--- config.mk ---
export PLATFORM = sky130hd
export DESIGN_NAME = sdcmd_issue_unit
export DESIGN_NICKNAME = d
export VERILOG_FILES = /design/src/rtl/sdcmd_pkg.sv /design/src/rtl/sdcmd_launch_ctl.sv /design/src/rtl/sdcmd_resp_store.sv /design/src/rtl/sdcmd_irq_stat.sv /design/src/rtl/sdcmd_issue_unit.sv
export SDC_FILE = /design/constraint.sdc
export NUM_CORES = 1
export LEC_CHECK = 0
export BUFFER_PORTS_ARGS = -buffer_cell sky130_fd_sc_hd__buf_2
export CAP_MARGIN = 20
export CORE_MARGIN = 4
export CORE_UTILIZATION = 59
export DETAILED_ROUTE_END_ITERATION = 10
export PLACE_DENSITY_LB_ADDON = 0.08
export REMOVE_ABC_BUFFERS = 1
export SYNTH_ARGS = -nofsm -noshare
export SYNTH_HDL_FRONTEND = slang
export SYNTH_SLANG_ARGS = --single-unit
--- constraint.sdc ---
create_clock -name clk -period 5.24 [get_ports clk]
set_clock_uncertainty 0.1 [all_clocks]
set_input_delay 1.31 -clock clk [delete_from_list [all_inputs] [get_ports clk]]
set_output_delay 1.31 -clock clk [all_outputs]
set_load 0.005 [all_outputs]
--- src/rtl/sdcmd_pkg.sv ---
package sdcmd_pkg;

  localparam int DW        = 32;
  localparam int IDXW      = 6;
  localparam int RSP_WORDS = 4;
  localparam int RSPW      = RSP_WORDS * DW;
  localparam int PAYW      = RSPW - 8;
  localparam int NSTAT     = 7;

  localparam logic [2:0] A_ARG  = 3'd0;
  localparam logic [2:0] A_CMD  = 3'd1;
  localparam logic [2:0] A_PRES = 3'd2;
  localparam logic [2:0] A_STAT = 3'd3;

  localparam int S_RSP  = 0;
  localparam int S_DEND = 1;
  localparam int S_CDONE = 2;
  localparam int S_TMO  = 3;
  localparam int S_CRC  = 4;
  localparam int S_END  = 5;
  localparam int S_IDX  = 6;
  localparam int S_ERRSUM = 15;

  typedef enum logic [1:0] {
    RK_NONE  = 2'd0,
    RK_LONG  = 2'd1,
    RK_SHORT = 2'd2,
    RK_BUSY  = 2'd3
  } rsp_kind_e;

  typedef struct packed {
    logic [IDXW-1:0] idx;
    logic            data;
    logic            idx_chk;
    logic            crc_chk;
    rsp_kind_e       kind;
  } cmd_word_t;

  function automatic cmd_word_t decode_cmd(input logic [DW-1:0] w);
    cmd_word_t c;
    c.idx     = w[13:8];
    c.data    = w[5];
    c.idx_chk = w[4];
    c.crc_chk = w[3];
    c.kind    = rsp_kind_e'(w[1:0]);
    return c;
  endfunction

endpackage

--- src/rtl/sdcmd_launch_ctl.sv ---
module sdcmd_launch_ctl
  import sdcmd_pkg::*;
#(
  parameter int TMO_TICKS = 1024,
  parameter int STOP_IDX  = 12
) (
  input  logic            clk,
  input  logic            rst_n,
  input  logic            cmd_wr_i,
  input  cmd_word_t       cmd_i,
  input  logic            rsp_valid_i,
  input  logic [IDXW-1:0] rsp_index_i,
  input  logic            rsp_crc_ok_i,
  input  logic            rsp_end_ok_i,
  input  logic            card_tick_i,
  input  logic            dat_end_i,
  output logic            launch_o,
  output logic            start_o,
  output cmd_word_t       act_o,
  output logic            cmd_inh_o,
  output logic            dat_inh_o,
  output logic            rsp_take_o,
  output logic [NSTAT-1:0] ev_o
);

  localparam int CNTW = $clog2(TMO_TICKS + 1);

  typedef enum logic [1:0] {ST_IDLE, ST_WAIT_RSP, ST_WAIT_BUSY} st_e;

  st_e             st_q, st_d;
  cmd_word_t       act_q;
  logic [CNTW-1:0] cnt_q, cnt_d;
  logic            end_seen_q, end_seen_d;
  logic            dat_inh_q, dat_inh_d;
  logic            start_q;

  logic launch, rsp_take, crc_bad, idx_bad, end_bad, rsp_err, rsp_clean, tmo;
  logic cmd_done;

  always_comb begin
    launch   = cmd_wr_i && (st_q == ST_IDLE) &&
               (!dat_inh_q || (cmd_i.idx == IDXW'(STOP_IDX)));
    rsp_take = rsp_valid_i && (st_q == ST_WAIT_RSP);
    crc_bad  = rsp_take && act_q.crc_chk && !rsp_crc_ok_i;
    idx_bad  = rsp_take && act_q.idx_chk && (rsp_index_i != act_q.idx);
    end_bad  = rsp_take && !rsp_end_ok_i;
    rsp_err  = crc_bad || idx_bad || end_bad;
    rsp_clean = rsp_take && !rsp_err;
    tmo      = (st_q == ST_WAIT_RSP) && !rsp_valid_i && card_tick_i &&
               (cnt_q == CNTW'(TMO_TICKS - 1));
  end

  always_comb begin
    st_d       = st_q;
    cnt_d      = cnt_q;
    end_seen_d = end_seen_q;
    cmd_done   = 1'b0;
    unique case (st_q)
      ST_IDLE: begin
        if (launch) begin
          cnt_d      = '0;
          end_seen_d = 1'b0;
          if (cmd_i.kind == RK_NONE) cmd_done = 1'b1;
          else                       st_d = ST_WAIT_RSP;
        end
      end
      ST_WAIT_RSP: begin
        if (dat_end_i) end_seen_d = 1'b1;
        if (rsp_take) begin
          if (rsp_err) begin
            st_d = ST_IDLE;
          end else if (act_q.kind != RK_BUSY || end_seen_q || dat_end_i) begin
            st_d     = ST_IDLE;
            cmd_done = 1'b1;
          end else begin
            st_d = ST_WAIT_BUSY;
          end
        end else if (tmo) begin
          st_d = ST_IDLE;
        end else if (card_tick_i) begin
          cnt_d = cnt_q + 1'b1;
        end
      end
      ST_WAIT_BUSY: begin
        if (dat_end_i) begin
          st_d     = ST_IDLE;
          cmd_done = 1'b1;
        end
      end
      default: st_d = ST_IDLE;
    endcase
  end

  always_comb begin
    dat_inh_d = dat_inh_q;
    if (dat_end_i) dat_inh_d = 1'b0;
    if (launch && (cmd_i.data || cmd_i.kind == RK_BUSY)) dat_inh_d = 1'b1;
  end

  always_ff @(posedge clk or negedge rst_n) begin
    if (!rst_n) begin
      st_q       <= ST_IDLE;
      cnt_q      <= '0;
      end_seen_q <= 1'b0;
      dat_inh_q  <= 1'b0;
      start_q    <= 1'b0;
    end else begin
      st_q       <= st_d;
      cnt_q      <= cnt_d;
      end_seen_q <= end_seen_d;
      dat_inh_q  <= dat_inh_d;
      start_q    <= launch;
    end
  end

  always_ff @(posedge clk or negedge rst_n) begin
    if (!rst_n) begin
      act_q <= '0;
    end else if (launch) begin
      act_q <= cmd_i;
    end
  end

  always_comb begin
    ev_o        = '0;
    ev_o[S_RSP]  = rsp_clean;
    ev_o[S_DEND] = dat_end_i;
    ev_o[S_CDONE] = cmd_done;
    ev_o[S_TMO]  = tmo;
    ev_o[S_CRC]  = crc_bad;
    ev_o[S_END]  = end_bad;
    ev_o[S_IDX]  = idx_bad;
  end

  assign launch_o   = launch;
  assign start_o    = start_q;
  assign act_o      = act_q;
  assign cmd_inh_o  = (st_q != ST_IDLE);
  assign dat_inh_o  = dat_inh_q;
  assign rsp_take_o = rsp_take;

endmodule

--- src/rtl/sdcmd_resp_store.sv ---
module sdcmd_resp_store
  import sdcmd_pkg::*;
(
  input  logic                          clk,
  input  logic                          rst_n,
  input  logic                          take_i,
  input  rsp_kind_e                     kind_i,
  input  logic [PAYW-1:0]               payload_i,
  output logic [RSP_WORDS-1:0][DW-1:0]  words_o
);

  logic [RSPW-1:0] img_d, img_q;

  always_comb begin
    if (kind_i == RK_LONG) img_d = {payload_i, 8'h00};
    else                   img_d = {{(RSPW-DW){1'b0}}, payload_i[DW-1:0]};
  end

  always_ff @(posedge clk or negedge rst_n) begin
    if (!rst_n) begin
      img_q <= '0;
    end else if (take_i) begin
      img_q <= img_d;
    end
  end

  for (genvar w = 0; w < RSP_WORDS; w++) begin : g_word
    assign words_o[w] = img_q[w*DW +: DW];
  end

endmodule

--- src/rtl/sdcmd_irq_stat.sv ---
module sdcmd_irq_stat #(
  parameter int NB = 7
) (
  input  logic          clk,
  input  logic          rst_n,
  input  logic [NB-1:0] set_i,
  input  logic          clr_wr_i,
  input  logic [NB-1:0] clr_mask_i,
  output logic [NB-1:0] stat_o
);

  logic [NB-1:0] stat_d, stat_q;

  for (genvar b = 0; b < NB; b++) begin : g_bit
    always_comb begin
      stat_d[b] = set_i[b] | (stat_q[b] & ~(clr_wr_i & clr_mask_i[b]));
    end
  end

  always_ff @(posedge clk or negedge rst_n) begin
    if (!rst_n) stat_q <= '0;
    else        stat_q <= stat_d;
  end

  assign stat_o = stat_q;

endmodule

--- src/rtl/sdcmd_issue_unit.sv ---
module sdcmd_issue_unit
  import sdcmd_pkg::*;
#(
  parameter int TMO_TICKS = 1024,
  parameter int STOP_IDX  = 12
) (
  input  logic             clk,
  input  logic             rst_n,
  input  logic             reg_wr,
  input  logic [2:0]       reg_waddr,
  input  logic [DW-1:0]    reg_wdata,
  input  logic [2:0]       reg_raddr,
  output logic [DW-1:0]    reg_rdata,
  output logic             ser_start,
  output logic [IDXW-1:0]  ser_index,
  output logic [DW-1:0]    ser_arg,
  output logic [1:0]       ser_rsp_kind,
  input  logic             ser_rsp_valid,
  input  logic [IDXW-1:0]  ser_rsp_index,
  input  logic             ser_rsp_crc_ok,
  input  logic             ser_rsp_end_ok,
  input  logic [PAYW-1:0]  ser_rsp_payload,
  input  logic             card_tick,
  input  logic             dat_end
);

  logic [DW-1:0] arg_q, cmd_q, arg_act_q;
  logic          arg_we, cmd_wr, stat_wr;
  logic          launch, rsp_take, cmd_inh, dat_inh;
  cmd_word_t     act;
  logic [NSTAT-1:0] ev, stat_q;
  logic [RSP_WORDS-1:0][DW-1:0] rsp_words;
  logic          err_any;

  assign arg_we  = reg_wr && (reg_waddr == A_ARG);
  assign cmd_wr  = reg_wr && (reg_waddr == A_CMD);
  assign stat_wr = reg_wr && (reg_waddr == A_STAT);

  always_ff @(posedge clk or negedge rst_n) begin
    if (!rst_n)      arg_q <= '0;
    else if (arg_we) arg_q <= reg_wdata;
  end

  always_ff @(posedge clk or negedge rst_n) begin
    if (!rst_n) begin
      cmd_q     <= '0;
      arg_act_q <= '0;
    end else if (launch) begin
      cmd_q     <= reg_wdata;
      arg_act_q <= arg_q;
    end
  end

  sdcmd_launch_ctl #(
    .TMO_TICKS (TMO_TICKS),
    .STOP_IDX  (STOP_IDX)
  ) launch_i (
    .clk          (clk),
    .rst_n        (rst_n),
    .cmd_wr_i     (cmd_wr),
    .cmd_i        (decode_cmd(reg_wdata)),
    .rsp_valid_i  (ser_rsp_valid),
    .rsp_index_i  (ser_rsp_index),
    .rsp_crc_ok_i (ser_rsp_crc_ok),
    .rsp_end_ok_i (ser_rsp_end_ok),
    .card_tick_i  (card_tick),
    .dat_end_i    (dat_end),
    .launch_o     (launch),
    .start_o      (ser_start),
    .act_o        (act),
    .cmd_inh_o    (cmd_inh),
    .dat_inh_o    (dat_inh),
    .rsp_take_o   (rsp_take),
    .ev_o         (ev)
  );

  sdcmd_resp_store store_i (
    .clk       (clk),
    .rst_n     (rst_n),
    .take_i    (rsp_take),
    .kind_i    (act.kind),
    .payload_i (ser_rsp_payload),
    .words_o   (rsp_words)
  );

  sdcmd_irq_stat #(.NB(NSTAT)) stat_i (
    .clk        (clk),
    .rst_n      (rst_n),
    .set_i      (ev),
    .clr_wr_i   (stat_wr),
    .clr_mask_i (reg_wdata[NSTAT-1:0]),
    .stat_o     (stat_q)
  );

  assign err_any = |stat_q[S_IDX:S_TMO];

  always_comb begin
    reg_rdata = '0;
    unique case (reg_raddr)
      A_ARG:  reg_rdata = arg_q;
      A_CMD:  reg_rdata = cmd_q;
      A_PRES: reg_rdata = {{(DW-2){1'b0}}, dat_inh, cmd_inh};
      A_STAT: begin
        reg_rdata[NSTAT-1:0] = stat_q;
        reg_rdata[S_ERRSUM]  = err_any;
      end
      default: reg_rdata = rsp_words[reg_raddr[1:0]];
    endcase
  end

  assign ser_index    = act.idx;
  assign ser_arg      = arg_act_q;
  assign ser_rsp_kind = 2'(act.kind);

endmodule

==> out/results.ini, run 1 <==
[detailed_routing]
drt_wl_total_microns = 31200
wl_per_cell_microns = 19.7
dr.pass1.iters = 5
avgViaCountPerCell = 5.73
post-route-drc-count = 0
drt_iter0_markers = 556
postRouteAntennaNets = 0
vias = 9062

[power_and_ir_drop]
leakagePower_nw = 6.86
powerDensity_nw_per_um2 = 418
total_power_mw = 5.79
peakVddDrop_v = 0.000293

[finish]
stdcell_count = 1582
diodes = 0
fin_util_pct = 71.3
layout-drive-gt1-share_pct = 34.5
final_area_sq_um = 13800
area_delta_synth_final_pct = 19.3
finalNetCount = 1469
multi_input_area_sq_um = 5000
fillers = 1518
seq_area_sq_um = 6180

[cts]
ctsRootBufferMaster = clkbuf_16
ctsResizeCount = 0
cts-hold-fix-buffers = 0
post-cts-setup-buffers = 0
cts-buffers-inserted = 27
cts_tree = done
clkLatencyLatePin_ps = 530
clockBufferDepth = 3
htreeDepth = 1
cts.sinks = 247
path_clk_slew_ps = 60

[worst_setup_path]
crit_path_end_kind = output pin
cp.required_ps = 3830
worstPathArrival_ps = 2970
cp_max_fo = 24
crit_type = in -> out
r2r_slack_ps = 2480
critPathLaunchType = input port

[yosys]
synth_top_cells_by_area = dfrtp_1 53%, mux2_2 9.9%, nand2_1 9.6%, mux4_2 6.6%, nand3_1 4.9%
ys_seq_area_share_pct = 53.3
synth_top_area_share_pct = 53.3
syn_avg_cell_area_sq_um = 10.6
netlist_instances = 1094
synth_edf_count = 0
yosysWarnings = 0
async_flop_share_pct = 100
yosysMostFrequentCell = nand2_1
synth_cell_types = 53
synth_common_cells = 298 x nand2_1, 247 x dfrtp_1, 114 x nand3_1, 102 x mux2_2, 43 x clkbuf_1
netlist_area_sq_um = 11600
synth_flop_cell = dfrtp_1
yosysTopAreaCell = dfrtp_1
synth_seq_cells = 247

[worst_hold_path]
hp-class = reg -> reg

[global_route]
grt_use_total_pct = 28.3
grt_max_degree = 142
grt_first_pass_wirelength_microns = 49300
antenna_found_initial = 3
grt_overflow = 0
grt_pass1_vias = 9208

[timing]
fin_setup_tns_ps = 0
final-setup-viol-count = 0
max_slew_margin_pct = 25.8
layout_min_cycle_time_ps = 4380
rsz0062_at_grt = false
tightest_slew_ps = 1110
fin_crit_sh_pct = 83.6
setup_ws_ps = 857
whs_ps = 361
hold_violations = 0
fmax_mhz = 228
drv_slew = 0

[placement]
place_area_sq_um = 12900
pre_cts_ws_ps = 861
dpl.hpwl_microns = 20500
dp.cells = 1531
port_buffers = 244
gp_congestion = 0.873

[outcome]
outcome = completed

[floorplan]
ios = 245
rows = 51
initial_utilization_pct = 59.8
die_width_microns = 148
core_sq_um = 19400
die_h_microns = 148
die_area_sq_um = 22000

[flow_run]
drv_cap = 0

worst max-delay path, cell delays in order:
cell	delay (ps)
buf_2	470
or2_2	670
o21ai_0	310
buf_2	200
report_power, final:
group	internal, mW	leakage [nW]	total [mW]	switching [mW]
sequential	2.38	3.14	2.70	0.315
combinational	0.635	3.29	1.25	0.620
clock	1.09	0.432	1.84	0.744
total	4.11	6.86	5.79	1.68
registers in the layout, summed over array words and instances, names as in the netlist:
signal and count:
stat_i.stat_o 7, launch_i.cnt_q 11, cmd_q 32, launch_i.dat_inh_o 1, launch_i.start_o 1, store_i.words_o 128, arg_q 32, launch_i.end_seen_q 1
ser_arg 32, launch_i.st_q 2
worst paths after layout:
path | start | to | cells after the start
hold / removal | store_i.words_o[101] | store_i.words_o[101] | 2
min in group asynchronous | rst_n | cmd_q[0] | 1
max in group asynchronous | rst_n | store_i.words_o[49] | 2
hold reg to reg | store_i.words_o[101] | store_i.words_o[101] | 2
setup reg to reg | launch_i.st_q[1] | cmd_q[10] | 5
setup / recovery | reg_raddr[1] | reg_rdata[21] | 4
metal layers:
metal / vias to the layer above / routed length (microns) / global-route usage [%] / part of all wire, %
met4: 6 / 844 / 8.31 / 2.7
met3: 62 / 2120 / 5.00 / 6.8
met2: 357 / 15500 / 47.7 / 50
li1: 4184 / - / - / -
met5: - / 44 / 0 / 0.14
met1: 4453 / 12700 / 38.1 / 41
cells by family after synthesis:
logic type | synth area share [%]
compound gates | 4.95
xor+xnor | 0.453
fa+ha+maj | 0.108
buf+inv | 3.75
flops | 53.3
mux | 19.4
simple gates | 18.1
cell type report:
type	instances	share of cell area [%]
clock buffers	46	6.12
clock inverters	4	0.199
inverters	6	0.163
multi-input cells	752	36.1
flip-flops and latches	247	44.7
well taps	265	2.40
repair buffers	262	10.3
layout by cell type, fill, tap and decap left out, drive strengths merged, types with 7 or more instances in the layout:
master	count
a21oi	9
a31oi	25
buf	262
clkbuf	46
dfrtp	247
inv	7
mux2	103
mux2i	32
mux4	34
nand2	298
nand3	114
nor2	34
o21ai	39
Power figures use the tool's default switching activity.
==> run 2, diff against run 1 <==
--- a/config.mk
+++ b/config.mk
@@ -8,7 +8,7 @@
 export BUFFER_PORTS_ARGS = -buffer_cell sky130_fd_sc_hd__buf_2
 export CAP_MARGIN = 20
 export CORE_MARGIN = 4
-export CORE_UTILIZATION = 59
+export CORE_UTILIZATION = 50
 export DETAILED_ROUTE_END_ITERATION = 10
 export PLACE_DENSITY_LB_ADDON = 0.08
 export REMOVE_ABC_BUFFERS = 1
==> constraint.sdc (replaced) <==
create_clock -name clk -period 3.63 [get_ports clk]
set_clock_uncertainty 0.1 [all_clocks]
set_input_delay 0.9075 -clock clk [delete_from_list [all_inputs] [get_ports clk]]
set_output_delay 0.9075 -clock clk [all_outputs]
set_load 0.005 [all_outputs]
==> run 2 against run 1 <==
  * Critical path type unchanged
  * Utilization decreased by 10 points
  * Largest power group unchanged
  * Worst setup slack got worse by 610 ps
  * Largest cell class unchanged
  * Total power increased by 42%
  * Clock power increased by 36%
  * Critical path depth increased by 3
  * Clock-buffer cell count decreased by 9
==> out/results.ini, run 2 (same netlist as run 1, synthesis figures left out) <==
[timing]
tightest_slew_ps = 850  ; -263 ps
drv_slew = 0  ; unchanged
rsz0062_at_grt = false
layout_min_cycle_time_ps = 3380
fmax_mhz = 296
max_slew_margin_pct = 42.9  ; +17 points
fin_crit_sh_pct = 93.1
hold_violations = 0  ; unchanged
fin_setup_tns_ps = 0  ; unchanged
final-setup-viol-count = 0  ; unchanged

[worst_setup_path]
worstPathArrival_ps = 2370  ; -600 ps
critPathLaunchType = input port
crit_path_end_kind = output pin
cp.required_ps = 2620  ; -1210 ps
crit_type = in -> out
cp_max_fo = 23  ; -4.2%

[cts]
htreeDepth = 1  ; unchanged
post-cts-setup-buffers = 0  ; unchanged
path_clk_slew_ps = 60  ; about the same
clkLatencyLatePin_ps = 530  ; about the same
cts-buffers-inserted = 27  ; unchanged
ctsResizeCount = 0  ; unchanged
cts-hold-fix-buffers = 0  ; unchanged
ctsRootBufferMaster = clkbuf_16
cts_tree = done
cts.sinks = 247  ; unchanged
clockBufferDepth = 3  ; unchanged

[floorplan]
ios = 245  ; unchanged
rows = 55  ; +7.8%
core_sq_um = 22700  ; +17%
die_width_microns = 160  ; +8.2%
initial_utilization_pct = 51.1  ; -8.7 points
die_area_sq_um = 25700  ; +17%
die_h_microns = 160  ; +8.2%

[finish]
fillers = 1994  ; +31%
seq_area_sq_um = 6180  ; unchanged
layout_common_cells = 298 x nand2_1, 247 x dfrtp_1, 242 x buf_2, 114 x nand3_1, 102 x mux2_2
largest_reg_flops = 128  ; unchanged
layout-drive-gt1-share_pct = 34.9  ; +0.45 points
area_delta_synth_final_pct = 20.0
finalNetCount = 1479  ; +0.68%
layout_commonest_cell = nand2_1
multi_input_area_sq_um = 5000  ; unchanged

[flow_run]
drv_cap = 0  ; unchanged

[global_route]
grt_first_pass_wirelength_microns = 50400  ; +2.3%
grt_overflow = 0  ; unchanged
grt_max_degree = 157  ; +11%
grt_pass1_vias = 9267  ; +0.64%
antenna_found_initial = 2  ; -1
grt_use_total_pct = 24.4  ; -3.8 points

[power_and_ir_drop]
p_clk_share_pct = 30.6  ; -1.1 points
swShare_pct = 29.4  ; +0.43 points
powerDensity_nw_per_um2 = 590  ; +41%
leakagePower_nw = 6.89  ; +0.42%
p_comb_share_pct = 22.1  ; +0.4 points
peakVddDrop_v = 0.000420  ; +43%
p_switching_mw = 2.42  ; +44%
seq_power_share_pct = 47.3  ; +0.7 points
total_power_mw = 8.22  ; +42%
intPower_mw = 5.80  ; +41%

[detailed_routing]
avgViaCountPerCell = 5.53  ; -3.4%
vias = 8912  ; -1.7%
dr.pass1.iters = 5  ; unchanged
drt_iter0_markers = 706  ; +27%
postRouteAntennaNets = 0  ; unchanged
wl_per_cell_microns = 19.9  ; +0.74%
drt_wl_total_microns = 32000  ; +2.6%
post-route-drc-count = 0  ; unchanged

[placement]
dpl.hpwl_microns = 21400  ; +4.2%
gp_congestion = 0.838  ; -4.0%
port_buffers = 244  ; unchanged

[outcome]
outcome = completed

[worst_hold_path]
hp-class = in -> async

-- run 2: changes by cell type in the layout (fill, tap and decap cells not counted) --
cell	change
clkbuf_8	-7
buf_12	+6
buf_4	+5
clkinv_2	+5
diode_2	+3
clkbuf_1	-2
buf_16	-1
clkinv_4	-1
inv_6	+1
-- run 2: power by group through the flow --
stage / clock, mW / combinational (mW) / sequential [mW]
after floorplan: 0 / 1.08 / 3.79
after global placement: 0 / 1.79 / 3.92
after detailed placement: 0 / 1.84 / 3.93
after CTS: 2.57 / 1.84 / 3.89
after global routing: 2.69 / 2.03 / 3.97
final: 2.51 / 1.82 / 3.89
-- run 2: layout make-up --
cell class,instances,area share [%]
antenna,3,0.0539
clock buffer,37,5.34
clock inverter,9,0.377
inverter,6,0.162
multi-input combinational,752,35.9
sequential,247,44.4
tap,285,2.56
timing repair buffer,272,11.2
-- run 2: metrics by stage --
stage | hold slack (ps) | area, sq um | util (%) | instances | worst slack [ps]
floorplan | 333 | 11200 | - | 1005 | -1410
global placement | 345 | 13100 | 57.8 | 1562 | 255
detailed placement | 351 | 13100 | 57.8 | 1562 | 238
CTS | 323 | 13900 | 61.3 | 1608 | 232
global route | 336 | 13900 | 61.3 | 1609 | 171
finish | 297 | 13900 | 61.3 | 1611 | 249
-- run 2: final timing paths --
path,startpoint,endpoint,slack (ps),depth (start not counted)
worst max-delay path,reg_raddr[0],reg_rdata[31],250,7
worst min-delay path,rst_n,ser_arg[1],300,1
worst max register to register,launch_i.st_q[1],cmd_q[11],1330,6
worst min register to register,store_i.words_o[107],store_i.words_o[107],360,2
max in group asynchronous,rst_n,ser_arg[30],2370,2
min in group clk,store_i.words_o[107],store_i.words_o[107],360,2
-- run 2: layer usage --
metal / GRT usage (%) / routed length (microns) / vias to the layer above
met5: 0 / 7 / -
met4: 6.88 / 821 / 2
met3: 3.64 / 1660 / 43
met2: 40.6 / 15600 / 241
met1: 33.8 / 14000 / 4411
li1: - / - / 4215
-- run 2: worst max-delay path, cell delays in order --
cell     delay (ps)
buf_4           180
buf_12          230
buf_4           200
mux4_2          500
nand2_1          70
o21ai_0          90
buf_2           160
==> run 3, diff against run 2 <==
==> constraint.sdc (replaced) <==
create_clock -name clk -period 2.8 [get_ports clk]
set_clock_uncertainty 0.1 [all_clocks]
set_input_delay 0.7 -clock clk [delete_from_list [all_inputs] [get_ports clk]]
set_output_delay 0.7 -clock clk [all_outputs]
set_load 0.005 [all_outputs]
==> run 3 against run 2 <==
  * The run now ends with setup timing left
  * Cell count up 2.0%
  * Sequential share of layout area down 1.5 points
  * Non-clock buffer count up 30
  * Hold slack worse by 250 ps
  * First-iteration DRC count down 23%
  * Utilization up 2.1 points
  * Clock power up 45%
  * Via count up 2.2%
  * Clock-buffer cell count unchanged
  * Sequential power up 29%
  * Combinational power up 33%
  * Cell area up 3.4%
  * Critical path type is now reg -> out
==> out/results.ini, run 3 (same netlist as run 1, synthesis figures left out) <==
[worst_setup_path]
crit_path_end_kind = output pin
crit_path_end = reg_rdata[0]
worstPathArrival_ps = 2020  ; -350 ps
r2r_cells = 6  ; unchanged
reg2reg_from = launch_i.st_q[1]
path_delay_family = multiplexers
crit_cells = 4  ; -3
critPathLaunchType = register
crit_path_start = launch_i.st_q[0]
rr_endpoint = ser_arg[27]
cp_max_fo = 2  ; -91%
critPathBufInv = 1  ; -3
crit_chain = or2_4 -> mux4_2 -> mux2_4 -> buf_6
max_stage_delay_ps = 460  ; -40 ps
r2r_slack_ps = 580  ; -750 ps
cp.required_ps = 2000  ; -620 ps
cp_slowest_cell = mux4_2
crit_type = reg -> out

[flow_run]
drv_cap = 0  ; unchanged

[power_and_ir_drop]
intPower_mw = 7.88  ; +36%
swShare_pct = 28.9  ; -0.53 points
seq_power_share_pct = 45.4  ; -1.9 points
p_switching_mw = 3.20  ; +32%
leakagePower_nw = 7.14  ; +3.6%
p_clk_share_pct = 32.8  ; +2.2 points
p_comb_share_pct = 21.8  ; -0.3 points
powerDensity_nw_per_um2 = 770  ; +30%
peakVddDrop_v = 0.000501  ; +19%

[cts]
cts.sinks = 247  ; unchanged
cts-hold-fix-buffers = 0  ; unchanged
clockBufferDepth = 3  ; unchanged
clkLatencyLatePin_ps = 530  ; about the same
htreeDepth = 1  ; unchanged
cts_tree = done
ctsRootBufferMaster = clkbuf_16
cts-buffers-inserted = 27  ; unchanged
path_clk_slew_ps = 60  ; about the same

[global_route]
grt_overflow = 0  ; unchanged
top_usage_layer = met2
grt_first_pass_wirelength_microns = 51100  ; +1.2%
grtUsageMet3_pct = 4.95  ; +1.3 points
grt_use_total_pct = 24.8  ; +0.37 points
grt_use_met2_pct = 40.4  ; -0.17 points
grt_max_degree = 101  ; -36%
grt_pass1_vias = 9324  ; +0.62%
antenna_found_initial = 4  ; +2
globalRouteMet1Util_pct = 34.6  ; +0.75 points

[detailed_routing]
postRouteAntennaNets = 0  ; unchanged
post-route-drc-count = 0  ; unchanged
vias = 9106  ; +2.2%
dr.pass1.iters = 5  ; unchanged
drt_wl_total_microns = 32300  ; +1.0%
drt_iter0_markers = 546  ; -23%
wl_per_cell_microns = 19.7  ; -0.95%
avgViaCountPerCell = 5.54  ; +0.19%

[outcome]
violations = setup timing
outcome = finished, violations left

[timing]
max_slew_margin_pct = 43.6  ; +0.70 points
setup_ws_ps = -18.0  ; -267 ps
hold_violations = 0  ; unchanged
rsz0062_at_grt = true
layout_min_cycle_time_ps = 2820
whs_ps = 44.4  ; -253 ps
fin_setup_tns_ps = -18.0  ; -18.0 ps
drv_slew = 0  ; unchanged
fmax_mhz = 355
final-setup-viol-count = 1  ; +1
tightest_slew_ps = 846  ; -3.49 ps
fin_crit_sh_pct = 101

[finish]
seq_area_sq_um = 6180  ; unchanged
finalNetCount = 1509  ; +2.0%
layout-drive-gt1-share_pct = 36.9  ; +2.0 points
fillers = 1916  ; -3.9%
area_delta_synth_final_pct = 24.1
layout_common_cells = 298 x nand2_1, 247 x dfrtp_1, 241 x buf_2, 114 x nand3_1, 101 x mux2_2
multi_input_area_sq_um = 5010  ; +0.20%
layout_commonest_cell = nand2_1
final_area_sq_um = 14400  ; +3.4%
largest_reg_flops = 128  ; unchanged

[floorplan]
core_sq_um = 22700  ; unchanged
initial_utilization_pct = 51.1  ; unchanged
die_area_sq_um = 25700  ; unchanged
die_h_microns = 160  ; unchanged
die_width_microns = 160  ; unchanged
rows = 55  ; unchanged
ios = 245  ; unchanged

[placement]
gp_congestion = 0.836  ; -0.13%
place_area_sq_um = 13300  ; +1.3%
port_buffers = 244  ; unchanged
dpl.hpwl_microns = 21900  ; +2.5%

[worst_hold_path]
hp-class = in -> async

[run 3: changes by cell type in the layout (fill, tap and decap cells not counted), sizes merged]
cell | previous run | this run
diode | 3 | 2
clkinv | 7 | 4
clkbuf | 37 | 39
buf | 272 | 300
clkinvlp | 0 | 4
bufinv | 0 | 2
[run 3: layout make-up]
cell class                 instances  area share, %
clock inverter                    12          0.886
multi-input combinational        752           34.8
clock buffer                      37           5.51
tap                              285           2.48
sequential                       247           42.9
inverter                           6          0.156
timing repair buffer             302           13.2
antenna                            2         0.0348
[run 3: worst min path at each step]
| stage | endpoint | slack [ps] |
|---|---|---|
| after detailed placement | store_i.words_o[74] | 350 |
| after CTS | ser_arg[18] | 50 |
| after floorplan | arg_q[0] | 300 |
| after global routing | ser_arg[1] | 70 |
| final | stat_i.stat_o[1] | 40 |
| after global placement | store_i.words_o[96] | 340 |
[run 3: per-stage QoR]
step	setup WS (ps)	total power [mW]	util [%]	instances
4_1_cts	-47.0	11.2	62.9	1635
3_5_place_dp	-30.9	7.48	58.5	1580
6_report	-18.0	11.1	63.4	1643
3_3_place_gp	-41.0	7.40	58.5	1580
2_1_floorplan	-2060	6.32	-	1005
5_1_grt	-89.3	11.7	63.4	1643
[run 3: per-layer routing]
metal	up-vias	share of wire, %
li1	4284	-
met1	4486	43
met2	284	48
met3	48	6.7
met4	4	2.1
met5	-	0.084
[run 3: worst reg2reg max path, stage by stage, from the launching register on]
cell      delay [ps]
dfrtp_1          380
buf_4            170
nor3_1           180
nand4b_1         220
or2_2            350
buf_4            340
mux2_2           370
[run 3: timing repair]
item	4_1_cts	5_1_grt
setup buffers	6	4
cloned	0	2
resized for setup	7	7
endpoints found under the hold margin	0	0
pin swaps	1	0
setup endpoints to repair	11	21
[run 3: power by group through the flow]
| stage | Combinational, mW | Sequential, mW | Clock [mW] |
|---|---|---|---|
| after global routing | 2.71 | 5.13 | 3.89 |
| final | 2.42 | 5.03 | 3.63 |
| after detailed placement | 2.40 | 5.08 | 0 |
| after floorplan | 1.40 | 4.91 | 0 |
| after global placement | 2.34 | 5.06 | 0 |
| after CTS | 2.43 | 5.03 | 3.71 |
